--- src/rtl/seq_pkg.sv ---
package seq_pkg;
  localparam int WORD_W = 7;
  localparam int HALF_N = 8;
  localparam int FULL_N = 4;
  localparam int POS_W  = $clog2(HALF_N);

  typedef enum logic [1:0] {
    M_HOLD  = 2'd0,
    M_TRACK = 2'd1,
    M_FWD   = 2'd2,
    M_REV   = 2'd3
  } mode_t;
endpackage

--- src/rtl/seq_mode_pick.sv ---
module seq_mode_pick
  import seq_pkg::*;
(
  input  logic  sw_stop,
  input  logic  sw_fwd,
  input  logic  sw_rev,
  input  logic  sw_swap,
  output mode_t pick
);
  always_comb begin
    if (sw_stop)
      pick = M_HOLD;
    else if (sw_fwd)
      pick = sw_swap ? M_REV : M_FWD;
    else if (sw_rev)
      pick = sw_swap ? M_FWD : M_REV;
    else
      pick = M_TRACK;
  end
endmodule

--- src/rtl/seq_pass_ctr.sv ---
module seq_pass_ctr #(
  parameter int HALF_N = 8,
  parameter int FULL_N = 4,
  parameter int POS_W  = $clog2(HALF_N)
) (
  input  logic             clk,
  input  logic             rst,
  input  logic             adv,
  input  logic             is_track,
  output logic [POS_W-1:0] pos,
  output logic [POS_W-1:0] last,
  output logic             at_start
);
  localparam logic [POS_W-1:0] HALF_LAST = POS_W'(HALF_N - 1);
  localparam logic [POS_W-1:0] FULL_LAST = POS_W'(FULL_N - 1);

  assign last     = is_track ? HALF_LAST : FULL_LAST;
  assign at_start = (pos == '0);

  always_ff @(posedge clk) begin
    if (rst)
      pos <= '0;
    else if (adv)
      pos <= (pos == last) ? '0 : pos + 1'b1;
  end
endmodule

--- src/rtl/seq_pattern_lut.sv ---
module seq_pattern_lut
  import seq_pkg::*;
(
  input  logic              is_track,
  input  logic [POS_W-1:0]  entry,
  output logic [WORD_W-1:0] code
);
  logic [WORD_W-1:0] half_code;
  logic [WORD_W-1:0] full_code;

  always_comb begin
    unique case (entry[2:0])
      3'd0: half_code = 7'b0110110;
      3'd1: half_code = 7'b0101000;
      3'd2: half_code = 7'b0111010;
      3'd3: half_code = 7'b0010001;
      3'd4: half_code = 7'b0111001;
      3'd5: half_code = 7'b0100100;
      3'd6: half_code = 7'b0110101;
      default: half_code = 7'b1010010;
    endcase
    unique case (entry[1:0])
      2'd0: full_code = 7'b0110110;
      2'd1: full_code = 7'b0111010;
      2'd2: full_code = 7'b0111001;
      default: full_code = 7'b1110101;
    endcase
    code = is_track ? half_code : full_code;
  end
endmodule

--- src/rtl/stepper_phase_seq.sv ---
module stepper_phase_seq
  import seq_pkg::*;
#(
  parameter bit SOUTH = 1'b0
) (
  input  logic              clk,
  input  logic              rst,
  input  logic              step_adv,
  input  logic              sw_stop,
  input  logic              sw_fwd,
  input  logic              sw_rev,
  input  logic              sw_swap,
  output logic [WORD_W-1:0] coil_word,
  output logic              slew_mode
);
  mode_t             pick;
  mode_t             cur_q;
  mode_t             use_mode;
  logic              at_start;
  logic              is_track;
  logic              step_ok;
  logic              walk_back;
  logic [POS_W-1:0]  pos;
  logic [POS_W-1:0]  last;
  logic [POS_W-1:0]  entry;
  logic [WORD_W-1:0] code;

  seq_mode_pick u_pick (
    .sw_stop (sw_stop),
    .sw_fwd  (sw_fwd),
    .sw_rev  (sw_rev),
    .sw_swap (sw_swap),
    .pick    (pick)
  );

  assign use_mode = at_start ? pick : cur_q;
  assign is_track = (use_mode == M_TRACK);
  assign step_ok  = step_adv && (use_mode != M_HOLD);

  seq_pass_ctr #(
    .HALF_N (HALF_N),
    .FULL_N (FULL_N),
    .POS_W  (POS_W)
  ) u_ctr (
    .clk      (clk),
    .rst      (rst),
    .adv      (step_ok),
    .is_track (is_track),
    .pos      (pos),
    .last     (last),
    .at_start (at_start)
  );

  generate
    if (SOUTH) begin : g_south
      assign walk_back = (use_mode != M_REV);
    end else begin : g_north
      assign walk_back = (use_mode == M_REV);
    end
  endgenerate

  assign entry = walk_back ? (last - pos) : pos;

  seq_pattern_lut u_lut (
    .is_track (is_track),
    .entry    (entry),
    .code     (code)
  );

  always_ff @(posedge clk) begin
    if (rst) begin
      coil_word <= '0;
      cur_q     <= M_HOLD;
      slew_mode <= 1'b0;
    end else if (step_adv) begin
      if (at_start) begin
        cur_q     <= pick;
        slew_mode <= (pick == M_FWD) || (pick == M_REV);
      end
      if (step_ok)
        coil_word <= code;
    end
  end
endmodule

--- config.mk ---
export PLATFORM = sky130hd
export DESIGN_NAME = stepper_phase_seq
export DESIGN_NICKNAME = d
export VERILOG_FILES = /design/src/rtl/seq_pkg.sv /design/src/rtl/seq_mode_pick.sv /design/src/rtl/seq_pass_ctr.sv /design/src/rtl/seq_pattern_lut.sv /design/src/rtl/stepper_phase_seq.sv
export SDC_FILE = /design/constraint.sdc
export NUM_CORES = 1
export LEC_CHECK = 0
export BUFFER_PORTS_ARGS = -buffer_cell sky130_fd_sc_hd__buf_2
export CAP_MARGIN = 20
export CORE_ASPECT_RATIO = 0.8
export CORE_UTILIZATION = 54
export DETAILED_ROUTE_END_ITERATION = 7
export PLACE_DENSITY = 0.78
export SLEW_MARGIN = 20
export SYNTH_ARGS = -nofsm -noshare
export SYNTH_HDL_FRONTEND = slang
export SYNTH_SLANG_ARGS = --single-unit
export TNS_END_PERCENT = 30
--- constraint.sdc ---
create_clock -name clk -period 3 [get_ports clk]
set_clock_uncertainty 0.05 [all_clocks]
set_input_delay 0.45 -clock clk [delete_from_list [all_inputs] [get_ports clk]]
set_output_delay 0.45 -clock clk [all_outputs]
set_load 0.02 [all_outputs]
### Word-level counts from Yosys, hierarchy flattened

Cells that the tools add are included.

* latch bits: 0
* memory bits (writable): 0
* memories kept: 0
* bits of input ports: 7
* ROM bits: 0
* output and inout bits: 8
* bits in registers: 13
* word-level logic and storage cells: 39

* div/mod/pow operators: 0
* order comparisons: 0
* shift-type cells: 0
* multipliers: 0
* bitwise gates (word level): 0
* reduce and logical (&&, ||, !) cells: 8
* multiplexer cells: 12
* equal/unequal tests: 13
* add/subtract/negate cells: 2

Operators by type and width (number)
* 7-bit case mux with 7 select lines: 1
* 7-bit case mux with 3 select lines: 1
* 3-bit == test (second input constant): 3
* 3-bit 2-to-1 mux: 3
* 2-bit == test (second input constant): 4
* 2-bit 2-to-1 mux: 4
* 7-bit 2-to-1 mux: 1
* 3-bit by 2-bit == test with 1-bit output (second input constant): 2
* 3-bit logical NOT: 2
* 2-bit by 1-bit == test with 1-bit output (second input constant): 2
* 2-bit AND reduction: 2
* 3-bit by 1-bit adder with 3-bit output (second input constant): 1
* 3-bit by 1-bit == test with 1-bit output (second input constant): 1
* 3-bit == test: 1
* 3-bit subtractor: 1
* 2-bit logical NOT: 1
* 1-bit 2-to-1 mux: 2
* 2-bit nonzero test: 1
* 1-bit logical AND: 1
* 1-bit logical OR: 1

### Longest topological paths before layout

* word-level depth: 12
* mapped depth: 12
* mapped depth without buffers: 11

### By module

A second synthesis with hierarchy kept.

* cells, all modules: 124
* area, all modules: 1067.3 µm²

By module, submodules not included
* stepper_phase_seq: area each 565.5 µm², cells an instance 62, times used 1, seq. area each 200.2 µm²
* seq_pattern_lut: area each 261.5 µm², cells an instance 35, times used 1, seq. area each 0.0 µm²
* seq_pass_ctr: area each 206.4 µm², cells an instance 22, times used 1, seq. area each 60.1 µm²
* seq_mode_pick: area each 33.8 µm², cells an instance 5, times used 1, seq. area each 0.0 µm²

### Least setup slack after synthesis

OpenSTA, ideal clock, no wires.

* path kind: register to register
* start point: register u_ctr.pos[1]
* end point: register coil_word[1]
* clock period less this slack: 2.582 ns
* stages on the path, launching flop included: 13
* path buffers: 1
* setup time: 0.137 ns
* arrival: 2.395 ns
* data required time: 2.813 ns
* path slack: 0.418 ns
* cells stage by stage: dfxtp_1 > clkbuf_1 > inv_1 > ha_1 > nor2b_4 > mux2i_1 > a21oi_2 > xnor2_1 > ha_1 > o21bai_1 > nor2_1 > o31ai_1 > a41oi_1

* cells in the longest elaborated chain, start to end: 9
* elaborated cells between the ends (all ways): 23
* those cells by class: 1 x add/sub; 10 x eq/ne; 6 x mux; 6 x reduce/logical

RTL lines
* from (decl): line seq_pass_ctr.sv:10 `output logic [POS_W-1:0] pos,`
* from (signal assigned): line seq_pass_ctr.sv:24 `pos <= (pos == last) ? '0 : pos + 1'b1;`
* 3-bit logical NOT: line seq_pass_ctr.sv:18 `assign at_start = (pos == '0);`
* 2-bit 2-to-1 mux
* 2-bit by 1-bit == test with 1-bit output: line stepper_phase_seq.sv:37 `assign is_track = (use_mode == M_TRACK);`
* 3-bit 2-to-1 mux: line seq_pass_ctr.sv:17 `assign last = is_track ? HALF_LAST : FULL_LAST;`
* 3-bit subtractor: line stepper_phase_seq.sv:62 `assign entry = walk_back ? (last - pos) : pos;`
* 3-bit 2-to-1 mux: line stepper_phase_seq.sv:62
* 3-bit == test (tied with other cells): line seq_pattern_lut.sv:12 `unique case (entry[2:0])`
* 7-bit case mux with 7 select lines: line seq_pattern_lut.sv:12
* 7-bit 2-to-1 mux: line seq_pattern_lut.sv:28 `code = is_track ? half_code : full_code;`
* to (signal assigned): line stepper_phase_seq.sv:81 `coil_word <= code;`
* to (decl): line stepper_phase_seq.sv:13 `output logic [WORD_W-1:0] coil_word,`

Several ways; a longest one is shown, not always the timed one.
A chain may end at the register's enable or synchronous reset.

### Worst setup path in the final report

Ends and elaborated chain as after synthesis.

==> results.json <==
{
  "outcome": "completed",
  "crit_path_start_kind": "register",
  "pre_cts_slack_ps": 143,
  "setup_viol": 0,
  "async_flop_share_pct": 0,
  "finalHoldViolations": 0,
  "setup_tns_ps": 0,
  "synth_edf_count": 0,
  "routed_wl_mm": 2.06,
  "fin_util_pct": 65.3,
  "final_antenna_net_count": 0,
  "grt_usage_pct": 23.6,
  "grt_start_max_net_pins": 19,
  "cp-startpoint": "u_ctr.pos[1]",
  "row_count": 13,
  "hold_class": "input port to register",
  "critical_path_buf_inv_count": 1,
  "nets": 137,
  "stdcell_count": 143,
  "ys_warn_count": 0,
  "reg2reg_from": "u_ctr.pos[1]",
  "multiInputGateArea_um2": 657,
  "clk_latency_ps": 280,
  "grt_pass1_vias": 745,
  "relSlewSlack_pct": 58.3,
  "htreeDepth": 1,
  "diodes": 0,
  "synth-seq-cells": 13,
  "critPathSlowestCell": "dfxtp_2",
  "worstPathRequired_ps": 3090,
  "seqCellArea_um2": 262,
  "cts_made_buffers": 3,
  "syn2layout_area_growth_pct": 12.9,
  "finalCritPeriodShare_pct": 92.0,
  "hpwl_mm": 1.46,
  "syn_nets": 123,
  "rsz0062_at_grt": "no",
  "crit_type": "register to register",
  "place_congestion": 0.863,
  "cts_sinks": 13,
  "tritoncts": "done",
  "power.density_nw_per_um2": 591,
  "hold_ws_ps": 351,
  "ctsLongestPathBuffers": 2,
  "root_buffer": "clkbuf_4",
  "syn_area_per_cell_um2": 8.71,
  "drtIter0Drc": 30,
  "worstHoldStart": "rst",
  "dp_cells": 139,
  "min_period_ps": 2760,
  "final-max-slew-violation-count": 0,
  "drc": 0,
  "clkTransAtPathRegs_ps": 100,
  "grt_first_pass_wirelength_mm": 3.19,
  "critPathMaxFanout": 8,
  "synth_ff_type": "dfxtp_1",
  "dieArea_um2": 1910,
  "synth_area_um2": 941,
  "fp.dieW_um": 48.7,
  "vias": 830,
  "seq_area_frac_synth_pct": 27.7,
  "fp.dieH_um": 39.3,
  "power_leakage_nw": 0.419,
  "critPathMaxStageDelay_ps": 370,
  "wl_per_cell_um": 14.4,
  "dr.pass1.iters": 4,
  "setup_ws_ps": 241,
  "port_buffers": 14,
  "crit_path_cell_trace": "inv_1, ha_2, nor2b_4, mux2i_4, a21oi_4, xnor2_1, ha_1, o21bai_1, nor2_1, o31ai_1, a41oi_1",
  "endpoint_kind": "register",
  "tightest_slew_ps": 625,
  "initial_core_util_pct": 57.8,
  "fill_cells": 153,
  "fmax_ghz": 0.362,
  "antenna_found_initial": 0,
  "cp_data_arrival_time_ps": 2850,
  "vdd_drop_max_mv": 0.323,
  "vias_per_cell": 5.80,
  "synth_cell_types": 36,
  "cap_viol_max_count": 0,
  "layout-drive-gt1-share_pct": 23.1,
  "grt-ovfl-total": 0,
  "coreArea_um2": 1630,
  "synth_cells": 108,
  "io_pins": 15,
  "cpLargestDelayFamily": "compound AO/OA/AOI/OAI gates"
}
[path summary, 6_finish.rpt]
check	slack, ps	to	depth (start not counted)
max	240	coil_word[1]	11
min	350	coil_word[2]	2
max reg2reg	240	coil_word[1]	11
min reg2reg	410	slew_mode	2
[per-layer routing]
metal  routed length (µm)  global-route usage (%)  up-vias
li1                     -                       -      418
met1                  978                    28.5      390
met2                  946                    38.5       17
met3                   96                    5.81        5
met4                   38                    15.4        0
met5                    0                       0        -
[Yosys cell counts, types with 2 or more instances]
master    count  area share (%)
a21oi_1       8             4.3
a31oi_1       5             3.3
a41oi_1       2             1.9
buf_4         2             1.6
dfxtp_1      13              28
ha_1          8              11
inv_1         5             2.0
mux2i_1       4             4.3
nand2_1       9             3.6
nand2b_1      6             4.0
nand3_1       3             1.6
nand3b_1      2             1.6
nor2_1        6             2.4
nor2b_1       2             1.3
o21ai_0       3             1.6
o21ai_1       2             1.1
o221ai_1      3             2.8
o311a_1       2             2.1
o31ai_1       2             1.6
xnor2_1       5             4.7
[worst reg2reg max path, cell delays in order, from the launching register on]
cell and delay, ps:
dfxtp_2 370, inv_1 150, ha_2 250, nor2b_4 250, mux2i_4 330, a21oi_4 80, xnor2_1 180, ha_1 270
o21bai_1 230, nor2_1 60, o31ai_1 250, a41oi_1 140
[cell type report]
cell class | instances | share of cell area (%)
Inverter | 5 | 1.77
Sequential cell | 13 | 24.6
Multi-Input combinational cell | 85 | 61.8
Clock inverter | 1 | 0.471
Tap cell | 22 | 2.59
Timing Repair Buffer | 14 | 6.60
Clock buffer | 3 | 2.12
[layout by cell type (no fill, tap or decap)]
cell       n
o21ai_1    2
dfxtp_1   12
nand4b_1   1
mux2_2     1
nor2b_1    2
nand2_1    9
o221a_1    1
or3b_1     1
o21ai_0    3
nor2b_4    1
xnor2_1    5
nor2_1     6
a41oi_1    2
ha_1       7
buf_2     14
or2b_4     1
o21ba_2    1
nand2b_1   6
or3_4      1
o311a_1    2
ha_2       1
dfxtp_2    1
a21oi_1    8
nand4_1    1
clkbuf_4   3
inv_1      5
mux2i_1    3
a211oi_1   1
nand3b_1   2
a21oi_4    1
clkinv_2   1
nand3_1    3
mux2i_4    2
o31ai_1    2
o21bai_1   1
a31oi_1    5
o221ai_1   3
[through the flow]
step / area (µm²) / total power, mW
3_5_place_dp: 1010 / 0.495
6_report: 1060 / 0.628
5_1_grt: 1060 / 0.673
2_1_floorplan: 941 / 0.438
3_3_place_gp: 1010 / 0.490
4_1_cts: 1040 / 0.613
[power breakdown]
| part | total [mW] | internal, mW | switching, mW |
|---|---|---|---|
| clock | 0.116 | 0.0496 | 0.0666 |
| sequential | 0.216 | 0.197 | 0.0191 |
| combinational | 0.295 | 0.123 | 0.172 |
[state kept, by name, indices dropped and copies added, names as in the netlist]
register and flops:
u_ctr.pos 3, slew_mode 1, cur_q 2, coil_word 7
[repair_timing]
item / CTS / global route
endpoints found under the setup margin: 0 / 3
hold buffers: 0 / 0
buffers inserted: 0 / 0
hold endpoints to repair: 0 / 0
resized for setup: 0 / 5
[kinds of logic after synthesis]
logic type,after synthesis,synth area share [%]
AO/OA/AOI/OAI,32,23.4
XOR/XNOR,5,4.65
adder cells (fa/ha/maj),8,10.6
buffers and inverters,10,4.92
flip-flops,13,27.7
multiplexers,6,7.85
AND/OR/NAND/NOR,34,20.9
Power figures use the tool's default switching activity.
